===== src/rtl/can_irq_pkg.sv =====
package can_irq_pkg;
  localparam int unsigned NUM_FLAGS = 4;
  localparam int unsigned BIT_RXW   = 4;
  localparam int unsigned BIT_TXW   = 3;
  localparam int unsigned BIT_RMT   = 2;
  localparam int unsigned BIT_DAT   = 1;
  localparam int unsigned WARN_LVL  = 96;

  typedef enum logic {
    SEL_STAT = 1'b0,
    SEL_IEN  = 1'b1
  } reg_sel_e;
endpackage


===== src/rtl/can_irq_warn_flag.sv =====
module can_irq_warn_flag #(
  parameter int unsigned CNT_W  = 8,
  parameter int unsigned THRESH = 96
) (
  input  logic             clk_i,
  input  logic             rst_ni,
  input  logic [CNT_W-1:0] cnt_i,
  input  logic             block_i,
  input  logic             clr_i,
  output logic             flag_o
);
  localparam logic [CNT_W-1:0] LVL = CNT_W'(THRESH);

  logic cond, cond_q, flag_q, set_edge;

  assign cond     = (cnt_i >= LVL) && !block_i;
  assign set_edge = cond && !cond_q;

  always_ff @(posedge clk_i or negedge rst_ni) begin
    if (!rst_ni) begin
      cond_q <= 1'b0;
      flag_q <= 1'b0;
    end else begin
      cond_q <= cond;
      // set edge has priority over write-1 clear
      if (set_edge)   flag_q <= 1'b1;
      else if (clr_i) flag_q <= 1'b0;
    end
  end

  assign flag_o = flag_q;
endmodule


===== src/rtl/can_irq_summary.sv =====
module can_irq_summary #(
  parameter int unsigned N_MBX = 32
) (
  input  logic [N_MBX-1:0] pend_i,
  input  logic [N_MBX-1:0] mask_i,
  output logic             any_o
);
  assign any_o = |(pend_i & ~mask_i);
endmodule


===== src/rtl/can_irq_regs.sv =====
module can_irq_regs
  import can_irq_pkg::*;
#(
  parameter int unsigned DATA_W = 32
) (
  input  logic                 clk_i,
  input  logic                 rst_ni,
  input  logic                 we_i,
  input  logic                 addr_i,
  input  logic [DATA_W-1:0]    wdata_i,
  input  logic [NUM_FLAGS-1:0] flags_i,
  output logic                 clr_rx_o,
  output logic                 clr_tx_o,
  output logic [NUM_FLAGS-1:0] ien_o,
  output logic [DATA_W-1:0]    rdata_o
);
  localparam int unsigned LO = BIT_DAT;
  localparam int unsigned HI = BIT_RXW;

  logic [NUM_FLAGS-1:0] ien_q;
  logic wr_stat, wr_ien;
  logic unused_wdata;

  assign wr_stat = we_i && (reg_sel_e'(addr_i) == SEL_STAT);
  assign wr_ien  = we_i && (reg_sel_e'(addr_i) == SEL_IEN);

  assign clr_rx_o = wr_stat && wdata_i[BIT_RXW];
  assign clr_tx_o = wr_stat && wdata_i[BIT_TXW];

  always_ff @(posedge clk_i or negedge rst_ni) begin
    if (!rst_ni)     ien_q <= '1;
    else if (wr_ien) ien_q <= wdata_i[HI:LO];
  end

  always_comb begin
    rdata_o = '0;
    if (reg_sel_e'(addr_i) == SEL_STAT) rdata_o[HI:LO] = flags_i;
    else                                rdata_o[HI:LO] = ien_q;
  end

  assign ien_o        = ien_q;
  assign unused_wdata = ^{wdata_i[DATA_W-1:HI+1], wdata_i[LO-1:0]};
endmodule


===== src/rtl/can_irq_flags.sv =====
module can_irq_flags
  import can_irq_pkg::*;
#(
  parameter int unsigned N_MBX  = 32,
  parameter int unsigned DATA_W = 32,
  parameter int unsigned CNT_W  = 8
) (
  input  logic                 clk_i,
  input  logic                 rst_ni,
  input  logic [CNT_W-1:0]     rx_err_cnt_i,
  input  logic [CNT_W-1:0]     tx_err_cnt_i,
  input  logic                 bus_off_i,
  input  logic [N_MBX-1:0]     rmt_pend_i,
  input  logic [N_MBX-1:0]     dat_pend_i,
  input  logic [N_MBX-1:0]     mbx_mask_i,
  input  logic                 we_i,
  input  logic                 addr_i,
  input  logic [DATA_W-1:0]    wdata_i,
  output logic [DATA_W-1:0]    rdata_o,
  output logic [NUM_FLAGS-1:0] flags_o,
  output logic                 irq_o
);
  logic rx_warn, tx_warn, rmt_any, dat_any;
  logic clr_rx, clr_tx;
  logic [NUM_FLAGS-1:0] ien;

  can_irq_warn_flag #(.CNT_W(CNT_W), .THRESH(WARN_LVL)) u_rx_warn (
    .clk_i  (clk_i),
    .rst_ni (rst_ni),
    .cnt_i  (rx_err_cnt_i),
    .block_i(bus_off_i),
    .clr_i  (clr_rx),
    .flag_o (rx_warn)
  );

  can_irq_warn_flag #(.CNT_W(CNT_W), .THRESH(WARN_LVL)) u_tx_warn (
    .clk_i  (clk_i),
    .rst_ni (rst_ni),
    .cnt_i  (tx_err_cnt_i),
    .block_i(1'b0),
    .clr_i  (clr_tx),
    .flag_o (tx_warn)
  );

  can_irq_summary #(.N_MBX(N_MBX)) u_rmt_sum (
    .pend_i(rmt_pend_i),
    .mask_i(mbx_mask_i),
    .any_o (rmt_any)
  );

  can_irq_summary #(.N_MBX(N_MBX)) u_dat_sum (
    .pend_i(dat_pend_i),
    .mask_i(mbx_mask_i),
    .any_o (dat_any)
  );

  assign flags_o = {rx_warn, tx_warn, rmt_any, dat_any};

  can_irq_regs #(.DATA_W(DATA_W)) u_regs (
    .clk_i   (clk_i),
    .rst_ni  (rst_ni),
    .we_i    (we_i),
    .addr_i  (addr_i),
    .wdata_i (wdata_i),
    .flags_i (flags_o),
    .clr_rx_o(clr_rx),
    .clr_tx_o(clr_tx),
    .ien_o   (ien),
    .rdata_o (rdata_o)
  );

  assign irq_o = |(flags_o & ~ien);
endmodule


===== config.mk =====
export PLATFORM = sky130hd
export DESIGN_NAME = can_irq_flags
export DESIGN_NICKNAME = d
export VERILOG_FILES = /design/src/rtl/can_irq_pkg.sv /design/src/rtl/can_irq_warn_flag.sv /design/src/rtl/can_irq_summary.sv /design/src/rtl/can_irq_regs.sv /design/src/rtl/can_irq_flags.sv
export SDC_FILE = /design/constraint.sdc
export NUM_CORES = 1
export LEC_CHECK = 0
export CORE_ASPECT_RATIO = 1.4
export CORE_MARGIN = 5
export CORE_UTILIZATION = 20
export CTS_CLUSTER_DIAMETER = 60
export CTS_CLUSTER_SIZE = 24
export DETAILED_ROUTE_END_ITERATION = 12
export PLACE_DENSITY = 0.78
export SETUP_SLACK_MARGIN = 0.1
export SLEW_MARGIN = 5
export SYNTH_ARGS = -nofsm -noshare
export SYNTH_HDL_FRONTEND = slang
export SYNTH_SLANG_ARGS = --single-unit

===== constraint.sdc =====
create_clock -name clk_i -period 1.2 [get_ports clk_i]
set_clock_uncertainty 0.2 [all_clocks]
set_input_delay 0.12 -clock clk_i [delete_from_list [all_inputs] [get_ports clk_i]]
set_output_delay 0.12 -clock clk_i [all_outputs]
set_load 0.02 [all_outputs]

==> results of run 1 <==
-- worst register-to-register path: cells and delay by family, from the launching register on --
kind	cells	cell delay [ps]
compound gates	1	180
buf+inv	1	130
flops	1	390
-- path summary, 6_finish.rpt --
kind                                              start                      endpoint  slack [ps]  cells after the start
min in group clk_i           u_rx_warn.cond_q$_DFF_PN0_  u_rx_warn.flag_o$_DFFE_PN0P_         230                      1
max                                       mbx_mask_i[1]                         irq_o        -550                      6
min                                              rst_ni    u_tx_warn.cond_q$_DFF_PN0_         -30                      1
max reg2reg                u_tx_warn.flag_o$_DFFE_PN0P_  u_tx_warn.flag_o$_DFFE_PN0P_         180                      2
min reg2reg                  u_rx_warn.cond_q$_DFF_PN0_  u_rx_warn.flag_o$_DFFE_PN0P_         230                      1
max in group asynchronous                        rst_ni   u_regs.ien_o[3]$_DFFE_PN1P_         520                      1
-- layout by cell type, fill, tap and decap left out, types with 5 or more instances in the layout --
cell type        netlist  layout
clkbuf_2               0      23
inv_8                  0       9
inv_2                  0      32
o22ai_2                0      24
inv_1                 69      28
o22ai_1               33       5
conb_1                 1      28
nor4_2                 0       6
clkdlybuf4s50_1        0      12
dlygate4sd2_1          0      20
clkdlybuf4s15_1        0      25
buf_4                 32      10
buf_2                  0      19
clkdlybuf4s15_2        0       8
buf_6                  0      15
-- power by group through the flow --
stage | registers, mW | logic [mW] | clock network, mW
after floorplan | 0.340 | 0.411 | 0
after global placement | 0.344 | 0.872 | 0
after detailed placement | 0.345 | 0.881 | 0
after CTS | 0.347 | 0.898 | 0.339
after global routing | 0.351 | 0.972 | 0.342
final | 0.347 | 0.908 | 0.328
-- per-stage QoR --
step                 util  setup WS (ps)
global placement    0.449          -1440
CTS                 0.480           -636
floorplan               -           -143
global route        0.470           -641
finish              0.470           -547
detailed placement  0.449          -1510
-- registers in the layout, summed over array words and instances, names as in the netlist --
signal and count:
u_tx_warn.cond_q 1, u_rx_warn.cond_q 1, u_tx_warn.flag_o 1, u_rx_warn.flag_o 1
u_regs.ien_o 4
-- cell families after synthesis --
logic type             after synthesis  synth area share
multiplexers                         6            0.0598
buffers and inverters              102             0.445
AO/OA/AOI/OAI                       40             0.226
AND/OR/NAND/NOR                     18            0.0842
flip-flops                           8             0.182
other                                1           0.00332
-- layer usage --
layer	GRT usage	up-vias
met5	0	-
met4	0.0544	0
met3	0.0429	8
met2	0.278	105
met1	0.114	703
li1	-	759
-- area by class of cell --
class / instances / share of cell area
Inverter: 69 / 0.127
Tap cell: 68 / 0.0330
Sequential cell: 8 / 0.0796
Multi-Input combinational cell: 92 / 0.322
Timing Repair Buffer: 132 / 0.423
Clock buffer: 3 / 0.0160
-- synthesized netlist by cell type (all sizes together) --
library cell	instances	area (um^2)
a21o	1	7.51
a21oi	1	5.00
a221o	1	10.0
a22o	1	8.76
buf	32	240
clkbuf	1	3.75
conb	1	3.75
dfrtp	4	100
dfstp	4	105
inv	69	259
mux2	6	67.6
nand2	6	22.5
nand4	2	12.5
nor2	1	3.75
nor2b	1	6.26
nor4	8	50.1
o21ai	2	10.0
o22ai	33	206
o31ai	1	7.51
-- what timing repair did --
item	in CTS	in global routing
pin swaps	32	23
buffers inserted	1	1
hold endpoints to repair	4	0
setup endpoints to repair	15	13
resized for setup	300	63
==> results.py, run 1 <==
metrics = {
    "logic_synthesis": {
        "syn-cell-area_um2": 1130,
        "ys_seq_elements": 8,
        "ys_seq_area_frac": 0.182,
        "synthDistinctLibCells": 19,
        "synth_cells": 175,
        "yosysWarningCount": 0,
        "syn_area_per_cell_um2": 6.46,
    },
    "cts": {
        "cts_sinks": 8,
        "cts_tree": "done",
        "cts_max_path_buffers": 2,
        "cts.clk_slew.worst_paths_ps": 40,
        "clkLatencyLatePin_ps": 230,
        "htreeDepth": 1,
        "cts_root_buf": "clkbuf_8",
        "cts_buffers": 3,
    },
    "timing": {
        "period_minus_slack_ps": 1750,
        "fin_hold_ws_ps": -28.6,
        "setup-tns-final_ps": -2600,
        "hold_viol_final": 4,
        "rsz0062_at_grt": "yes",
        "setup_viol": 7,
        "slew_viol_final": 0,
        "period_share": 1.46,
        "fin_ws_ps": -547,
        "fmax_mhz": 573,
    },
    "setup_path": {
        "path_cells": "clkdlybuf4s15_2 -> o22ai_2 -> nor4_2 -> nand4_1 -> a221o_1 -> buf_6",
        "worstPathArrival_ps": 1430,
        "path_max_fanout": 3,
        "slowest_delay_ps": 370,
        "required_ps": 880,
        "critPathTopFamily": "simple AND/OR/NAND/NOR gates",
        "crit_buf_inv": 2,
        "critPathLaunchType": "input pin",
        "cpMaxStageDelayCell": "a221o_1",
        "crit_type": "in2out",
        "endpoint_kind": "primary output",
    },
    "routing": {
        "drcViolationCount": 0,
        "drtAntennaViolNets": 0,
        "vias": 1575,
        "highest_layer": "met4",
        "vias_per_cell": 4.23,
        "drtIter0Drc": 20,
        "first_pass_iters": 3,
        "wirelength_um": 5340,
        "dr_wl_met2_um": 2930,
        "dr_wl_met3_um": 732,
        "routedWlPerCell_um": 14.3,
        "drt-met1-wl_um": 1560,
    },
    "final_layout": {
        "fillers": 525,
        "final-seq-area_um2": 205,
        "multi_input_area_um2": 831,
        "drive_gt1_frac": 0.563,
        "num-nets-final": 455,
        "syn_to_final_growth_pct": 128,
        "final-instance-count-excl-fill": 372,
        "diodes": 0,
        "design_area_um2": 2580,
    },
    "floorplan": {
        "pin_count": 186,
        "core_um2": 5490,
        "dieArea_um2": 7270,
        "die_w_um": 73.5,
        "initial_utilization": 0.206,
        "placementRows": 32,
        "die_h_um": 98.9,
    },
    "grt": {
        "grtUsageTotal": 0.137,
        "grt_first_pass_wirelength_um": 7580,
        "grt_antenna_before_repair": 0,
        "first_global_vias": 1689,
        "overflow": 0,
        "grt_max_degree": 9,
    },
    "placed_design": {
        "dpl_cell_area_um2": 2460,
        "io_buffers": 119,
        "gp_congestion": 0.828,
        "dp_cells": 368,
        "dp_hpwl_um": 4670,
    },
    "min_path": {
        "hold_path_class": "in2async",
    },
    "run_status": {
        "violations": "hold timing, setup timing",
        "status": "complete, but fails checks",
    },
    "power": {
        "pwr-share-seq": 0.219,
        "power-per-cell-area_nw_per_um2": 614,
        "ir_worst_vdd_v": 0.000591,
        "p_leak_nw": 1.36,
        "power_mw": 1.58,
        "p_comb_frac": 0.573,
        "sw_frac_of_total": 0.360,
        "switchingPower_mw": 0.569,
        "p_int_mw": 1.01,
        "clock_power_share": 0.207,
    },
    "flow_run": {
        "maxCapViolations": 0,
    },
}
(Power assumes the default switching activity.)
==> inputs of run 2 (changes only) <==
--- a/config.mk
+++ b/config.mk
@@ -13,6 +13,8 @@
 export DETAILED_ROUTE_END_ITERATION = 12
 export PLACE_DENSITY = 0.78
 export SETUP_SLACK_MARGIN = 0.1
+export SKIP_CTS_REPAIR_TIMING = 1
+export SKIP_LAST_GASP = 1
 export SLEW_MARGIN = 5
 export SYNTH_ARGS = -nofsm -noshare
 export SYNTH_HDL_FRONTEND = slang
==> run 2 against run 1 <==
The run still ends with hold timing, setup timing left; combinational power rose by 5.0%; wire length rose by 4.9%; register-to-register slack barely moved; global-route usage fell by 0.93 points; hold slack improved by 1.7 ps; first-iteration DRC count fell by 55%; count of clock-buffer cells in the layout did not move; setup slack got worse by 220 ps; critical path depth rose by 1; clock power barely moved; fmax fell by 11%; cell area rose by 11%; critical endpoint unchanged.
==> results.py, run 2 (synthesis results as in run 1) <==
metrics = {
    "cts": {
        "cts.clk_slew.worst_paths_ps": 40,
        "clkLatencyLatePin_ps": 230,
        "htreeDepth": 1,
        "cts_max_path_buffers": 2,
        "cts_sinks": 8,
        "cts_tree": "done",
        "cts_root_buf": "clkbuf_8",
        "cts_buffers": 3,
    },
    "placed_design": {
        "io_buffers": 119,
        "dp_hpwl_um": 4670,
        "dpl_cell_area_um2": 2460,
        "gp_congestion": 0.828,
    },
    "routing": {
        "drtIter0Drc": 9,
        "first_pass_iters": 4,
        "wirelength_um": 5600,
        "drcViolationCount": 0,
        "drtAntennaViolNets": 0,
        "vias_per_cell": 4.23,
        "vias": 1586,
        "routedWlPerCell_um": 14.9,
    },
    "floorplan": {
        "placementRows": 32,
        "die_w_um": 73.5,
        "initial_utilization": 0.206,
        "core_um2": 5490,
        "die_h_um": 98.9,
        "pin_count": 186,
        "dieArea_um2": 7270,
    },
    "final_layout": {
        "syn_to_final_growth_pct": 153,
        "design_area_um2": 2860,
        "mostFrequentLayoutCells": "dlymetal6s2s_1 (61), inv_1 (37), clkdlybuf4s50_1 (34), conb_1 (28), inv_2 (23)",
        "drive_gt1_frac": 0.394,
        "final-seq-area_um2": 205,
        "diodes": 0,
        "fillers": 475,
        "final_common_cell": "dlymetal6s2s_1",
        "multi_input_area_um2": 785,
        "largest_reg_flops": 4,
        "utilization": 0.522,
        "num-nets-final": 458,
    },
    "setup_path": {
        "reg2reg_depth": 2,
        "crit_type": "in2out",
        "path_cells": "clkdlybuf4s50_1 -> inv_2 -> o22ai_2 -> nor4_2 -> nand4_1 -> a221o_1 -> buf_6",
        "cpMaxStageDelayCell": "clkdlybuf4s50_1",
        "required_ps": 880,
        "critPathLaunchType": "input pin",
        "path_max_fanout": 3,
        "r2r_slack_ps": 190,
        "worstPathArrival_ps": 1650,
        "r2r-end": "u_tx_warn.flag_o$_DFFE_PN0P_",
        "slowest_delay_ps": 420,
        "endpoint_kind": "primary output",
        "r2r_start": "u_tx_warn.flag_o$_DFFE_PN0P_",
    },
    "min_path": {
        "hold_path_class": "in2async",
    },
    "power": {
        "ir_worst_vdd_v": 0.000589,
        "power_mw": 1.62,
        "power-per-cell-area_nw_per_um2": 567,
        "p_leak_nw": 1.86,
    },
    "timing": {
        "fmax_mhz": 508,
        "slew_viol_final": 0,
        "setup-tns-final_ps": -3370,
        "setup_viol": 7,
        "period_minus_slack_ps": 1970,
        "fin_ws_ps": -767,
        "rsz0062_at_grt": "yes",
        "fin_hold_ws_ps": -26.9,
        "hold_viol_final": 4,
        "period_share": 1.64,
    },
    "grt": {
        "overflow": 0,
        "first_global_vias": 1618,
        "grt_antenna_before_repair": 0,
        "grtUsageTotal": 0.127,
        "grt_first_pass_wirelength_um": 7020,
        "grt_max_degree": 9,
    },
    "flow_run": {
        "maxCapViolations": 0,
    },
    "run_status": {
        "violations": "hold timing, setup timing",
        "status": "complete, but fails checks",
    },
}
## run 2: changes by cell type in the layout (fill, tap and decap cells not counted), sizes merged
cell,change
buf,-17
clkbuf,-10
clkdlybuf4s15,-33
clkdlybuf4s50,+22
dlygate4sd2,-20
dlymetal6s2s,+61
## run 2: final cells by class
cell class                 instances  share of cell area
multi-input combinational         92               0.274
clock buffer                       3              0.0144
inverter                          69               0.114
tap                               68              0.0297
timing repair buffer             135               0.496
sequential                         8              0.0717
## run 2: where the power goes
part / total [mW] / internal, mW / switching (mW)
clock network: 0.327 / 0.218 / 0.109
logic: 0.953 / 0.530 / 0.423
registers: 0.344 / 0.320 / 0.0238
## run 2: how the worst max path moves through the flow
stage,start,slack [ps],end
5_1_grt,dat_pend_i[24],-850,irq_o
2_1_floorplan,rmt_pend_i[8],-140,irq_o
6_report,dat_pend_i[18],-770,irq_o
4_1_cts,rmt_pend_i[11],-1520,irq_o
3_5_place_dp,rmt_pend_i[11],-1510,irq_o
3_3_place_gp,mbx_mask_i[2],-1440,irq_o
## run 2: worst max-delay path, delay by kind of cell
kind / cells / cell delay (ps)
compound gates: 2 / 400
buf+inv: 3 / 620
simple gates: 2 / 510
## run 2: routing by layer
layer,track usage,vias up,part of all wire
li1,-,761,-
met2,0.266,106,0.55
met5,0,-,0
met1,0.102,710,0.29
met3,0.0398,9,0.14
met4,0.0460,0,0.021
## run 2: stage by stage
| stage | std cells | setup slack, ps |
|---|---|---|
| after floorplan | 202 | -143 |
| after global placement | 368 | -1440 |
| after detailed placement | 368 | -1510 |
| after CTS | 371 | -1520 |
| after global routing | 375 | -854 |
| final | 375 | -767 |
